<file path="src/rtl/jdm_pkg.sv">
package jdm_pkg;

  typedef enum logic [1:0] {
    SLOT_PAY = 2'd0,
    SLOT_CTL = 2'd1,
    SLOT_OPP = 2'd2,
    SLOT_RSV = 2'd3
  } slot_kind_e;

  // Majority decision: true means the opportunity slot holds filler.
  function automatic logic vote_is_stuff(input int ones, input int nbits);
    return (2 * ones) > nbits;
  endfunction

  // A pattern that is neither all zeros nor all ones among those seen.
  function automatic logic vote_is_mixed(input int ones, input int seen);
    return (ones != 0) && (ones != seen);
  endfunction

  // Occupancy after one cycle of accepted pushes and pops.
  function automatic int fill_after(input int cur, input logic push, input logic pop);
    return cur + (push ? 1 : 0) - (pop ? 1 : 0);
  endfunction

endpackage

</file>
<file path="src/rtl/jdm_vote.sv">
module jdm_vote #(
  parameter int CTRL_BITS = 3
) (
  input  logic clk,
  input  logic rst_n,
  input  logic ctl_fire,
  input  logic ctl_bit,
  input  logic opp_fire,
  output logic dec_stuff,
  output logic dec_mixed
);
  import jdm_pkg::*;

  localparam int CNT_W = $clog2(CTRL_BITS + 1);

  logic [CNT_W-1:0] ones_q;
  logic [CNT_W-1:0] seen_q;
  logic             room;

  assign room = (int'(seen_q) < CTRL_BITS);

  always_ff @(posedge clk) begin
    if (!rst_n) begin
      ones_q <= '0;
      seen_q <= '0;
    end else if (opp_fire) begin
      ones_q <= '0;
      seen_q <= '0;
    end else if (ctl_fire && room) begin
      seen_q <= seen_q + 1'b1;
      if (ctl_bit) ones_q <= ones_q + 1'b1;
    end
  end

  always_comb begin
    dec_stuff = vote_is_stuff(int'(ones_q), CTRL_BITS);
    dec_mixed = vote_is_mixed(int'(ones_q), int'(seen_q));
  end

  // the tally never exceeds the code length
  a_r4_tally_bound: assert property (@(posedge clk) disable iff (!rst_n)
    (int'(seen_q) <= CTRL_BITS) && (ones_q <= seen_q));

  // an opportunity slot restarts the tally
  a_r4_tally_restart: assert property (@(posedge clk) disable iff (!rst_n)
    opp_fire |=> (seen_q == '0 && ones_q == '0));

endmodule

</file>
<file path="src/rtl/jdm_fifo.sv">
module jdm_fifo #(
  parameter int DEPTH = 16
) (
  input  logic                       clk,
  input  logic                       rst_n,
  input  logic                       wr_en,
  input  logic                       wr_bit,
  input  logic                       rd_en,
  output logic                       rd_data,
  output logic [$clog2(DEPTH+1)-1:0] fill,
  output logic                       underflow,
  output logic                       push,
  output logic                       pop
);
  import jdm_pkg::*;

  localparam int AW = (DEPTH > 1) ? $clog2(DEPTH) : 1;
  localparam int CW = $clog2(DEPTH + 1);

  logic          mem [DEPTH];
  logic [AW-1:0] wptr, rptr;
  logic          empty, full;

  assign empty = (fill == '0);
  assign full  = (int'(fill) == DEPTH);
  assign push  = wr_en && !full;
  assign pop   = rd_en && !empty;

  function automatic logic [AW-1:0] ptr_next(input logic [AW-1:0] p);
    return (int'(p) == DEPTH - 1) ? '0 : p + 1'b1;
  endfunction

  always_ff @(posedge clk) begin
    if (push) mem[wptr] <= wr_bit;
  end

  always_ff @(posedge clk) begin
    if (!rst_n) begin
      wptr      <= '0;
      rptr      <= '0;
      fill      <= '0;
      rd_data   <= 1'b0;
      underflow <= 1'b0;
    end else begin
      if (push) wptr <= ptr_next(wptr);
      if (pop) begin
        rptr    <= ptr_next(rptr);
        rd_data <= mem[rptr];
      end
      if (rd_en && empty) underflow <= 1'b1;
      fill <= CW'(fill_after(int'(fill), push, pop));
    end
  end

  // occupancy stays within the buffer
  a_r6_fill_bound: assert property (@(posedge clk) disable iff (!rst_n)
    int'(fill) <= DEPTH);

  // a write into a full buffer without a read leaves it full
  a_r7_full_kept: assert property (@(posedge clk) disable iff (!rst_n)
    (wr_en && full && !rd_en) |=> (int'(fill) == DEPTH));

  // underflow is sticky
  a_r8_underflow_sticky: assert property (@(posedge clk) disable iff (!rst_n)
    underflow |=> underflow);

  // an empty read holds the output
  a_r8_hold_on_empty: assert property (@(posedge clk) disable iff (!rst_n)
    (rd_en && empty) |=> ($stable(rd_data) && underflow));

endmodule

</file>
<file path="src/rtl/jdm_top.sv">
module jdm_top #(
  parameter int CTRL_BITS = 3,
  parameter int DEPTH     = 16
) (
  input  logic                       clk,
  input  logic                       rst_n,
  input  logic                       in_valid,
  input  logic [1:0]                 in_kind,
  input  logic                       in_bit,
  input  logic                       rd_en,
  output logic                       rd_data,
  output logic [$clog2(DEPTH+1)-1:0] fill,
  output logic                       underflow,
  output logic                       corr_err
);
  import jdm_pkg::*;

  slot_kind_e kind;
  logic pay_fire, ctl_fire, opp_fire;
  logic dec_stuff, dec_mixed;
  logic wr_en, push, pop;

  assign kind     = slot_kind_e'(in_kind);
  assign pay_fire = in_valid && (kind == SLOT_PAY);
  assign ctl_fire = in_valid && (kind == SLOT_CTL);
  assign opp_fire = in_valid && (kind == SLOT_OPP);

  jdm_vote #(.CTRL_BITS(CTRL_BITS)) u_vote (
    .clk       (clk),
    .rst_n     (rst_n),
    .ctl_fire  (ctl_fire),
    .ctl_bit   (in_bit),
    .opp_fire  (opp_fire),
    .dec_stuff (dec_stuff),
    .dec_mixed (dec_mixed)
  );

  assign wr_en = pay_fire || (opp_fire && !dec_stuff);

  jdm_fifo #(.DEPTH(DEPTH)) u_fifo (
    .clk       (clk),
    .rst_n     (rst_n),
    .wr_en     (wr_en),
    .wr_bit    (in_bit),
    .rd_en     (rd_en),
    .rd_data   (rd_data),
    .fill      (fill),
    .underflow (underflow),
    .push      (push),
    .pop       (pop)
  );

  always_ff @(posedge clk) begin
    if (!rst_n) corr_err <= 1'b0;
    else        corr_err <= opp_fire && dec_mixed;
  end

  // a control bit does not grow the buffer
  a_r3_ctl_not_stored: assert property (@(posedge clk) disable iff (!rst_n)
    (ctl_fire && !pop) |=> (fill == $past(fill)));

  // a filler slot does not grow the buffer
  a_r4_stuff_dropped: assert property (@(posedge clk) disable iff (!rst_n)
    (opp_fire && dec_stuff && !pop) |=> (fill == $past(fill)));

  // the correctable-error pulse only follows an opportunity slot
  a_r5_pulse_after_slot: assert property (@(posedge clk) disable iff (!rst_n)
    corr_err |-> $past(opp_fire));

  // reserved or unqualified inputs write nothing
  a_r9_idle_no_push: assert property (@(posedge clk) disable iff (!rst_n)
    (!pay_fire && !opp_fire) |-> !push);

endmodule

</file>
<file path="config.mk">
export PLATFORM = sky130hd
export DESIGN_NAME = jdm_top
export DESIGN_NICKNAME = d
export VERILOG_FILES = /design/src/rtl/jdm_pkg.sv /design/src/rtl/jdm_vote.sv /design/src/rtl/jdm_fifo.sv /design/src/rtl/jdm_top.sv
export SDC_FILE = /design/constraint.sdc
export NUM_CORES = 1
export LEC_CHECK = 0
export BUFFER_PORTS_ARGS = -buffer_cell sky130_fd_sc_hd__buf_2
export CORE_ASPECT_RATIO = 0.7
export CORE_MARGIN = 2
export CORE_UTILIZATION = 55
export DETAILED_ROUTE_END_ITERATION = 8
export PLACE_DENSITY = 0.74
export REMOVE_ABC_BUFFERS = 1
export SLEW_MARGIN = 25
export SYNTH_ARGS = -nofsm -noshare
export SYNTH_HDL_FRONTEND = slang
export SYNTH_SLANG_ARGS = --single-unit
</file>
<file path="constraint.sdc">
create_clock -name clk -period 7.9 [get_ports clk]
set_input_delay 0.395 -clock clk [delete_from_list [all_inputs] [get_ports clk]]
set_output_delay 0.395 -clock clk [all_outputs]
set_load 0.1 [all_outputs]
</file>
Yosys cells after proc, flatten, opt, wreduce, memory -nomap -nowiden
Memories as Yosys holds them, arrays and structs flattened. A register that Yosys moved wholly into a read port is not among the register bits.
Index checks and enable logic that the tools add are counted.

storage, ports and cells
  input port bits = 7
  output and inout port bits = 8
  memories = 1
  RAM bits = 16
  register bits after elaboration = 19

cells by class
  magnitude comparators = 2
  bitwise gates (word level) = 1
  mux-type cells = 6
  reduce and logical (&&, ||, !) cells = 20
  eq/ne operators = 6
  $add $sub $neg = 6

memory list
  name        depth  width  read ports  clocked after memory_dff  write ports  line            source
  u_fifo.mem  16     1      1           1                         1            jdm_fifo.sv:20  logic mem [DEPTH];

operators by type and width
  operator                                             count
  logical AND 1 bit                                    10
  adder 4 x 1 -> 4 bit, second input constant          2
  equality test 4 x 1 -> 1 bit, second input constant  2
  2-to-1 mux 4 bit                                     2
  adder 5 bit                                          1
  equality test 5 bit, second input constant           1
  zero test 5 bit                                      1
  subtractor 5 bit                                     1
  adder 2 x 1 -> 2 bit, second input constant          2
  zero test 1 bit                                      4
  2-to-1 mux 1 bit                                     4
  > comparator 3 x 2 -> 1 bit, second input constant   1
  equality test 2 x 1 -> 1 bit, second input constant  1
  equality test 2 bit, second input constant           1
  zero test 2 bit                                      1
  less-than comparator 2 bit, second input constant    1
  inequality test 2 bit                                1
  AND reduction 2 bit                                  1
  nonzero test 2 bit                                   1
  OR reduction 2 bit                                   1
  logical OR 1 bit                                     1
  inverter 1 bit                                       1

Longest topological paths before layout
Gate-level depths: netlist (run 1).

  word-level depth = 8
  gate-level depth with buffers = 13
  gate-level depth less buffers = 12

Modules after synthesis
Synthesis (run 1) repeated with hierarchy kept, for this count alone.

unflattened totals
  cells, all modules = 168
  area, all modules = 1836.8 um^2

by module, submodules not included
  module    instances  area each (um^2)  cells an instance
  jdm_fifo  1          1565.3            139
  jdm_vote  1          215.2             23
  jdm_top   1          56.3              6

Worst setup path after synthesis (run 1)
Ideal clock, no wire load.

  kind = register to register
  start point = register u_fifo.fill[3]
  end point = register u_fifo.fill[4]
  data required time = 7784 ps
  setup time = 116 ps
  arrival = 3295 ps
  path buffers = 1
  slack = 4490 ps
  cell stages (with the launch flop) = 14
  path through = dfxtp_1 -> inv_1 -> ha_1 -> or4b_4 -> and2_4 -> buf_6 -> ha_1 -> inv_1 -> ha_1 -> fa_1 -> a21oi_1 -> nor2_1 -> or3_1 -> and3_1

on the way
  elaborated cells on any way between the ends = 10
  those cells by class = add/sub: 2; eq/ne: 1; mux: 2; reduce/logical: 5

RTL lines
  element                 line            source
  from (decl)             jdm_fifo.sv:10  output logic [$clog2(DEPTH+1)-1:0] fill,
  from (signal assigned)  jdm_fifo.sv:51  fill <= CW'(fill_after(int'(fill), push, pop));
  zero test 5 bit         jdm_fifo.sv:24  assign empty = (fill == '0);
  zero test 1 bit         jdm_fifo.sv:27  assign pop = rd_en && !empty;
  logical AND 1 bit       jdm_fifo.sv:27
  net pop                 jdm_top.sv:21   logic wr_en, push, pop;
  2-to-1 mux 1 bit        jdm_pkg.sv:22   return cur + (push ? 1 : 0) - (pop ? 1 : 0);
  subtractor 5 bit        jdm_pkg.sv:22

The timed path passes the listed nets, and every way through them passes these cells.
A chain may end at the register's enable or synchronous reset.

Final worst setup path (run 1)
  start point = register u_fifo.fill[2]
  end point = register u_fifo.fill[4]

on the way
  word-level cells in the longest chain between the ends = 6
  elaborated cells on any way between the ends = 10
  those cells by class = add/sub: 2; eq/ne: 1; mux: 2; reduce/logical: 5

ends and longest elaborated chain
  element               line            source
  equality test 5 bit   jdm_fifo.sv:25  assign full = (int'(fill) == DEPTH);
  zero test 1 bit       jdm_fifo.sv:26  assign push = wr_en && !full;
  logical AND 1 bit     jdm_fifo.sv:26
  2-to-1 mux 1 bit      jdm_pkg.sv:22
  adder 5 bit           jdm_pkg.sv:22
  subtractor 5 bit (*)  jdm_pkg.sv:22

Every way passes the cells marked *; elsewhere a longest branch is shown, timed or not.

==> results of run 1 <==
-- stage by stage --
step	setup slack (ps)	instances
after floorplan	4580	169
after global placement	4988	221
after detailed placement	4880	221
after CTS	4836	229
after global routing	4711	229
final	4835	229
-- per-layer routing --
metal | global-route usage (%) | vias up
met3 | 6.395 | 7
met2 | 30.00 | 20
met4 | 7.716 | 0
li1 | - | 638
met5 | 0 | -
met1 | 26.92 | 609
-- sequential cells by signal (all words and copies together), names as in the netlist --
| signal | flops |
|---|---|
| u_fifo.underflow | 1 |
| u_vote.ones_q | 2 |
| u_fifo.fill | 5 |
| u_fifo.rd_data | 1 |
| u_fifo.wptr | 4 |
| u_fifo.mem | 16 |
| u_vote.seen_q | 2 |
| corr_err | 1 |
| u_fifo.rptr | 4 |
-- power by group through the flow --
stage	registers [mW]	logic, mW	clock network (mW)
2_1_floorplan	0.330	0.113	0
3_3_place_gp	0.238	0.242	0
6_report	0.236	0.249	0.125
5_1_grt	0.239	0.275	0.135
4_1_cts	0.236	0.250	0.128
3_5_place_dp	0.240	0.248	0
-- synth_stat cells, types with 3 or more instances --
| cell type | count |
|---|---|
| dfxtp_1 | 20 |
| nor2_1 | 20 |
| edfxtp_1 | 16 |
| inv_1 | 14 |
| nand2_1 | 14 |
| ha_1 | 13 |
| a21oi_1 | 7 |
| nand3_1 | 7 |
| and2_1 | 6 |
| mux2i_1 | 5 |
| xnor2_1 | 5 |
| clkbuf_1 | 4 |
| nor3_1 | 4 |
| xor2_1 | 4 |
| nor2b_1 | 3 |
-- worst register-to-register path, stage by stage, from the launching register on --
cell,delay (ps)
dfxtp_1,330
inv_1,90
ha_1,170
or4b_4,500
and2_4,210
ha_1,260
inv_1,40
ha_1,200
fa_1,420
a21oi_1,160
nor2_1,70
or3_1,350
and3_1,180
-- layout make-up --
cell class | count | area [µm²]
sequential | 36 | 880.8
inverter | 14 | 52.55
clock buffer | 7 | 76.32
multi-input combinational | 119 | 850.8
clock inverter | 1 | 5.005
fill | 266 | 1165
tap | 38 | 47.55
timing repair buffer | 14 | 70.07
-- worst max-delay path by stage --
stage                                    from                   endpoint  slack (ps)  cells past startpoint
global placement    u_fifo.fill[3]$_SDFF_PN0_  u_fifo.fill[4]$_SDFF_PN0_        4990                     12
finish              u_fifo.fill[2]$_SDFF_PN0_  u_fifo.fill[4]$_SDFF_PN0_        4830                     12
floorplan           u_fifo.fill[3]$_SDFF_PN0_  u_fifo.fill[4]$_SDFF_PN0_        4580                     12
CTS                 u_fifo.fill[3]$_SDFF_PN0_  u_fifo.fill[4]$_SDFF_PN0_        4840                     12
global route        u_fifo.fill[2]$_SDFF_PN0_  u_fifo.fill[4]$_SDFF_PN0_        4710                     12
detailed placement  u_fifo.fill[3]$_SDFF_PN0_  u_fifo.fill[4]$_SDFF_PN0_        4880                     12
-- layout by cell type, fill, tap and decap left out, types with 2 or more instances in the layout --
cell type and n:
buf_2 14, clkbuf_1 2, edfxtp_1 16, nor2_1 20
and2_1 6, nor3_1 4, o211ai_1 2, dfxtp_1 20
a21oi_1 7, clkbuf_8 5, mux2i_1 5, nand3_1 7
nand2_1 14, xnor2_1 5, o21ai_0 2, a41oi_1 2
a31oi_1 2, inv_1 14, o21a_1 2, mux4_2 2
a21boi_0 2, nor2b_1 3, xor2_1 4, ha_1 13
-- kinds of logic (layout without fill, tap and decap cells) --
group	Yosys count	after routing	synth area share, %
and+or+nand+nor	66	66	18.78
DFF	36	36	48.42
AOI/OAI and AO/OA	22	22	7.771
buffers and inverters	21	36	4.814
adders and majority gates	14	14	10.04
xor gates and xnor gates	9	9	4.333
muxes	8	8	5.846
==> results.json, run 1 <==
{
  "num_rows": 17,
  "met3WireLength_um": 130,
  "die_y_um": 52.12,
  "top_layer": "met4",
  "nNetsFinal": 211,
  "track_usage_pct": 19.93,
  "cp.required_ps": 8080,
  "ys_ff_latch": 36,
  "syn_area_per_cell_um2": 10.34,
  "cts_buffer_depth": 2,
  "fin_crit_sh_pct": 38.80,
  "hold_path_depth": 3,
  "root_buffer": "clkbuf_8",
  "slew_headroom_pct": 67.71,
  "viasPerCell": 5.563,
  "netlist_instances": 176,
  "holdBufCountCts": 0,
  "path_cells": "inv_1 > ha_1 > or4b_4 > and2_4 > ha_1 > inv_1 > ha_1 > fa_1 > a21oi_1 > nor2_1 > or3_1 > and3_1",
  "vdd_drop_max_v": 0.0001547,
  "synth_area_leaders": "edfxtp_1, dfxtp_1, ha_1",
  "hold_slack_ps": 400.7,
  "drv_slew": 0,
  "status": "finished clean",
  "r2r-end": "u_fifo.fill[4]$_SDFF_PN0_",
  "wl_met1_mm": 1.624,
  "grt_pass1_wl_mm": 5.575,
  "async_flop_share_pct": 0,
  "worst_pin_slew_ps": 487.7,
  "reg2reg_from": "u_fifo.fill[2]$_SDFF_PN0_",
  "cts_buffers": 5,
  "area_growth_pct": 9.010,
  "max_stage_delay_ps": 500,
  "die_area_um2": 3791,
  "cp.buffers_inverters": 2,
  "power.density_nw_per_um2": 307.6,
  "overflow": 0,
  "hold_viol_final": 0,
  "final_core_util_pct": 63.00,
  "r2r_cells": 12,
  "yosysTopAreaCellShare_pct": 26.41,
  "worstPathArrival_ps": 3240,
  "pin_count": 15,
  "p_leak_nw": 0.7586,
  "clockPowerShare_pct": 20.5,
  "fp.dieW_um": 72.74,
  "grt_pass1_vias": 1256,
  "cts_tree": "done",
  "path_class": "reg2reg",
  "switching_power_mw": 0.2565,
  "startpoint_type": "register",
  "drt_iter0_drc": 58,
  "min_to": "corr_err$_SDFF_PN0_",
  "min_period_ps": 3065,
  "drive_gt1_share_pct": 13.09,
  "gp_congestion": 0.8445,
  "post-cts-setup-buffers": 0,
  "cp_common_cell": "ha_1",
  "ant_nets": 0,
  "route.detailed.drc": 0,
  "wl_mm": 3.230,
  "clk_latency_ps": 280,
  "hp-class": "in2reg",
  "design_area_um2": 1983,
  "power.share.switching_pct": 42.04,
  "power_frac_seq_pct": 38.6,
  "antenna_found_initial": 0,
  "vias": 1274,
  "grt_max_degree": 19,
  "synth-edff-count": 16,
  "wire_per_inst_um": 14.10,
  "clk_pin_slew_ps": 70,
  "yosys.area.top_type": "edfxtp_1",
  "hpwl_mm": 2.291,
  "fmax_mhz": 326.2,
  "first_pass_iters": 4,
  "cp_max_fo": 5,
  "synth_area_um2": 1819,
  "yosys_warnings": 0,
  "p_comb_share_pct": 40.9,
  "skew_ps": 5.125,
  "fin_total_pwr_mw": 0.6100,
  "setup_viol": 0,
  "critPathTopFamily": "simple AND/OR/NAND/NOR gates",
  "clock-sinks": 36,
  "start_util_pct": 57.79,
  "antennaDiodeCount": 0,
  "h-tree-depth": 2,
  "io_buffers": 14,
  "dr_wl_met2_mm": 1.438,
  "tns_ps": 0,
  "postCtsResizedCells": 0,
  "ys_seq_area_share_pct": 48.42,
  "cp-end-kind": "register",
  "synth_cell_type_count": 42,
  "grt_setup_unrepaired": "no",
  "synthFlopType": "dfxtp_1",
  "core_region_area_um2": 3148,
  "placedInstanceArea_um2": 1902,
  "slowest_stage": "or4b_4",
  "rrSetupSlack_ps": 4830,
  "hp-start": "in_kind[1]",
  "cap_violations": 0,
  "power.internal_mw": 0.3536
}
(Power assumes the default switching activity.)
==> inputs of run 2 (changes only) <==
==> constraint.sdc (replaced) <==
create_clock -name clk -period 3 [get_ports clk]
set_input_delay 0.15 -clock clk [delete_from_list [all_inputs] [get_ports clk]]
set_output_delay 0.15 -clock clk [all_outputs]
set_load 0.1 [all_outputs]
==> results.json, run 2 (synthesized netlist as in run 1, its figures left out) <==
{
  "status": "finished clean",
  "clk_pin_slew_ps": 70,
  "rrSetupSlack_ps": 90,
  "pin_count": 15,
  "die_area_um2": 3791,
  "fp.dieW_um": 72.74,
  "hold_viol_final": 0,
  "hold_path_depth": 3,
  "fin_total_pwr_mw": 1.674,
  "clock-sinks": 36,
  "holdBufCountCts": 0,
  "r2r-end": "u_fifo.fill[4]$_SDFF_PN0_",
  "worstPathArrival_ps": 3090,
  "multi_input_area_um2": 862.1,
  "final_core_util_pct": 64.39,
  "hpwl_mm": 2.292,
  "path_class": "reg2reg",
  "grt_pass1_vias": 1249,
  "cp.required_ps": 3180,
  "hp-class": "in2reg",
  "nFillCells": 262,
  "fmax_mhz": 343.3,
  "largest_reg_flops": 16,
  "cp-end-kind": "register",
  "slew_headroom_pct": 67.55,
  "final_cell_mix": "nor2_1, dfxtp_1, edfxtp_1",
  "hp-start": "in_kind[1]",
  "largestRegisters": "u_fifo.mem: 16 flops, u_fifo.fill: 5 flops",
  "grt_pass1_wl_mm": 5.589,
  "antennaDiodeCount": 0,
  "startpoint_type": "register",
  "antenna_found_initial": 0,
  "fin_crit_sh_pct": 97.09,
  "track_usage_pct": 19.98,
  "tns_ps": 0,
  "power.density_nw_per_um2": 826.0,
  "reg2reg_from": "u_fifo.fill[3]$_SDFF_PN0_",
  "cts_buffers": 5,
  "dp_cells": 221,
  "drt_iter0_drc": 71,
  "ff_latch_area_um2": 883.3,
  "route.detailed.drc": 0,
  "clk_latency_ps": 290,
  "nNetsFinal": 215,
  "grt_max_degree": 19,
  "cp_max_fo": 3,
  "regMostFlops": "u_fifo.mem",
  "gp_congestion": 0.8444,
  "die_y_um": 52.12,
  "ant_nets": 0,
  "p_leak_nw": 0.7736,
  "overflow": 0,
  "root_buffer": "clkbuf_8",
  "wl_mm": 3.344,
  "skew_ps": 4.741,
  "setup_viol": 0,
  "cts_buffer_depth": 2,
  "viasPerCell": 5.541,
  "min_to": "corr_err$_SDFF_PN0_",
  "drv_slew": 0,
  "layout_commonest_cell": "nor2_1",
  "core_region_area_um2": 3148,
  "cap_violations": 0,
  "num_rows": 17,
  "first_pass_iters": 4,
  "io_buffers": 14,
  "start_util_pct": 57.79,
  "hold_slack_ps": 160.4,
  "worst_pin_slew_ps": 490.1,
  "vdd_drop_max_v": 0.0004403,
  "fin_cells": 233,
  "drive_gt1_share_pct": 18.46,
  "h-tree-depth": 2,
  "area_growth_pct": 11.42,
  "min_period_ps": 2913,
  "vias": 1291,
  "wire_per_inst_um": 14.35,
  "cts_tree": "done",
  "r2r_cells": 12
}
==> run 2: power breakdown <==
part / switching, mW / internal [mW]
clock: 0.166 / 0.163
sequential: 0.0589 / 0.565
combinational: 0.470 / 0.251
==> run 2: how the worst max path moves through the flow <==
stage                               from                         to  slack [ps]  cells past startpoint
2_1_floorplan  u_fifo.fill[3]$_SDFF_PN0_  u_fifo.fill[4]$_SDFF_PN0_        -320                     12
3_3_place_gp   u_fifo.fill[3]$_SDFF_PN0_  u_fifo.fill[4]$_SDFF_PN0_          90                     12
3_5_place_dp   u_fifo.fill[3]$_SDFF_PN0_  u_fifo.fill[4]$_SDFF_PN0_         -20                     12
4_1_cts        u_fifo.fill[3]$_SDFF_PN0_  u_fifo.fill[4]$_SDFF_PN0_          20                     12
5_1_grt        u_fifo.fill[3]$_SDFF_PN0_  u_fifo.fill[4]$_SDFF_PN0_         -20                     12
6_report       u_fifo.fill[3]$_SDFF_PN0_  u_fifo.fill[4]$_SDFF_PN0_          90                     12
==> run 2: stage by stage <==
stage	setup WS, ps	area, µm²
after global placement	87.83	1902
final	87.26	2027
after floorplan	-320.1	1784
after global routing	-17.95	2027
after detailed placement	-20.08	1902
after CTS	18.43	1989
==> run 2: repair_timing <==
action	CTS	global route
pin swaps	0	3
hold endpoints to repair	0	0
gates resized for setup	2	5
buffers inserted	0	4
setup endpoints to repair	1	1
==> run 2: metal layers <==
metal | GRT usage, % | share of wire [%] | up-vias
met5 | 0 | 0 | -
met4 | 7.716 | 1.1 | 0
met3 | 6.395 | 4.0 | 6
met2 | 30.15 | 46 | 22
met1 | 26.95 | 49 | 616
li1 | - | - | 647
==> run 2: layout make-up <==
class / count / share of cell area, %
Sequential cell: 36 / 43.58
Multi-Input combinational cell: 119 / 42.53
Timing Repair Buffer: 18 / 4.938
Clock buffer: 7 / 3.765
Inverter: 14 / 2.593
Tap cell: 38 / 2.346
Clock inverter: 1 / 0.2469
==> run 2: worst max-delay path, stage by stage (launching register included) <==
cell,delay [ps]
dfxtp_2,330
inv_1,80
ha_2,180
or4b_4,470
and2_4,160
ha_1,260
inv_1,40
ha_2,190
fa_2,380
a21oi_2,150
nor2_1,60
or3_1,340
and3_1,180
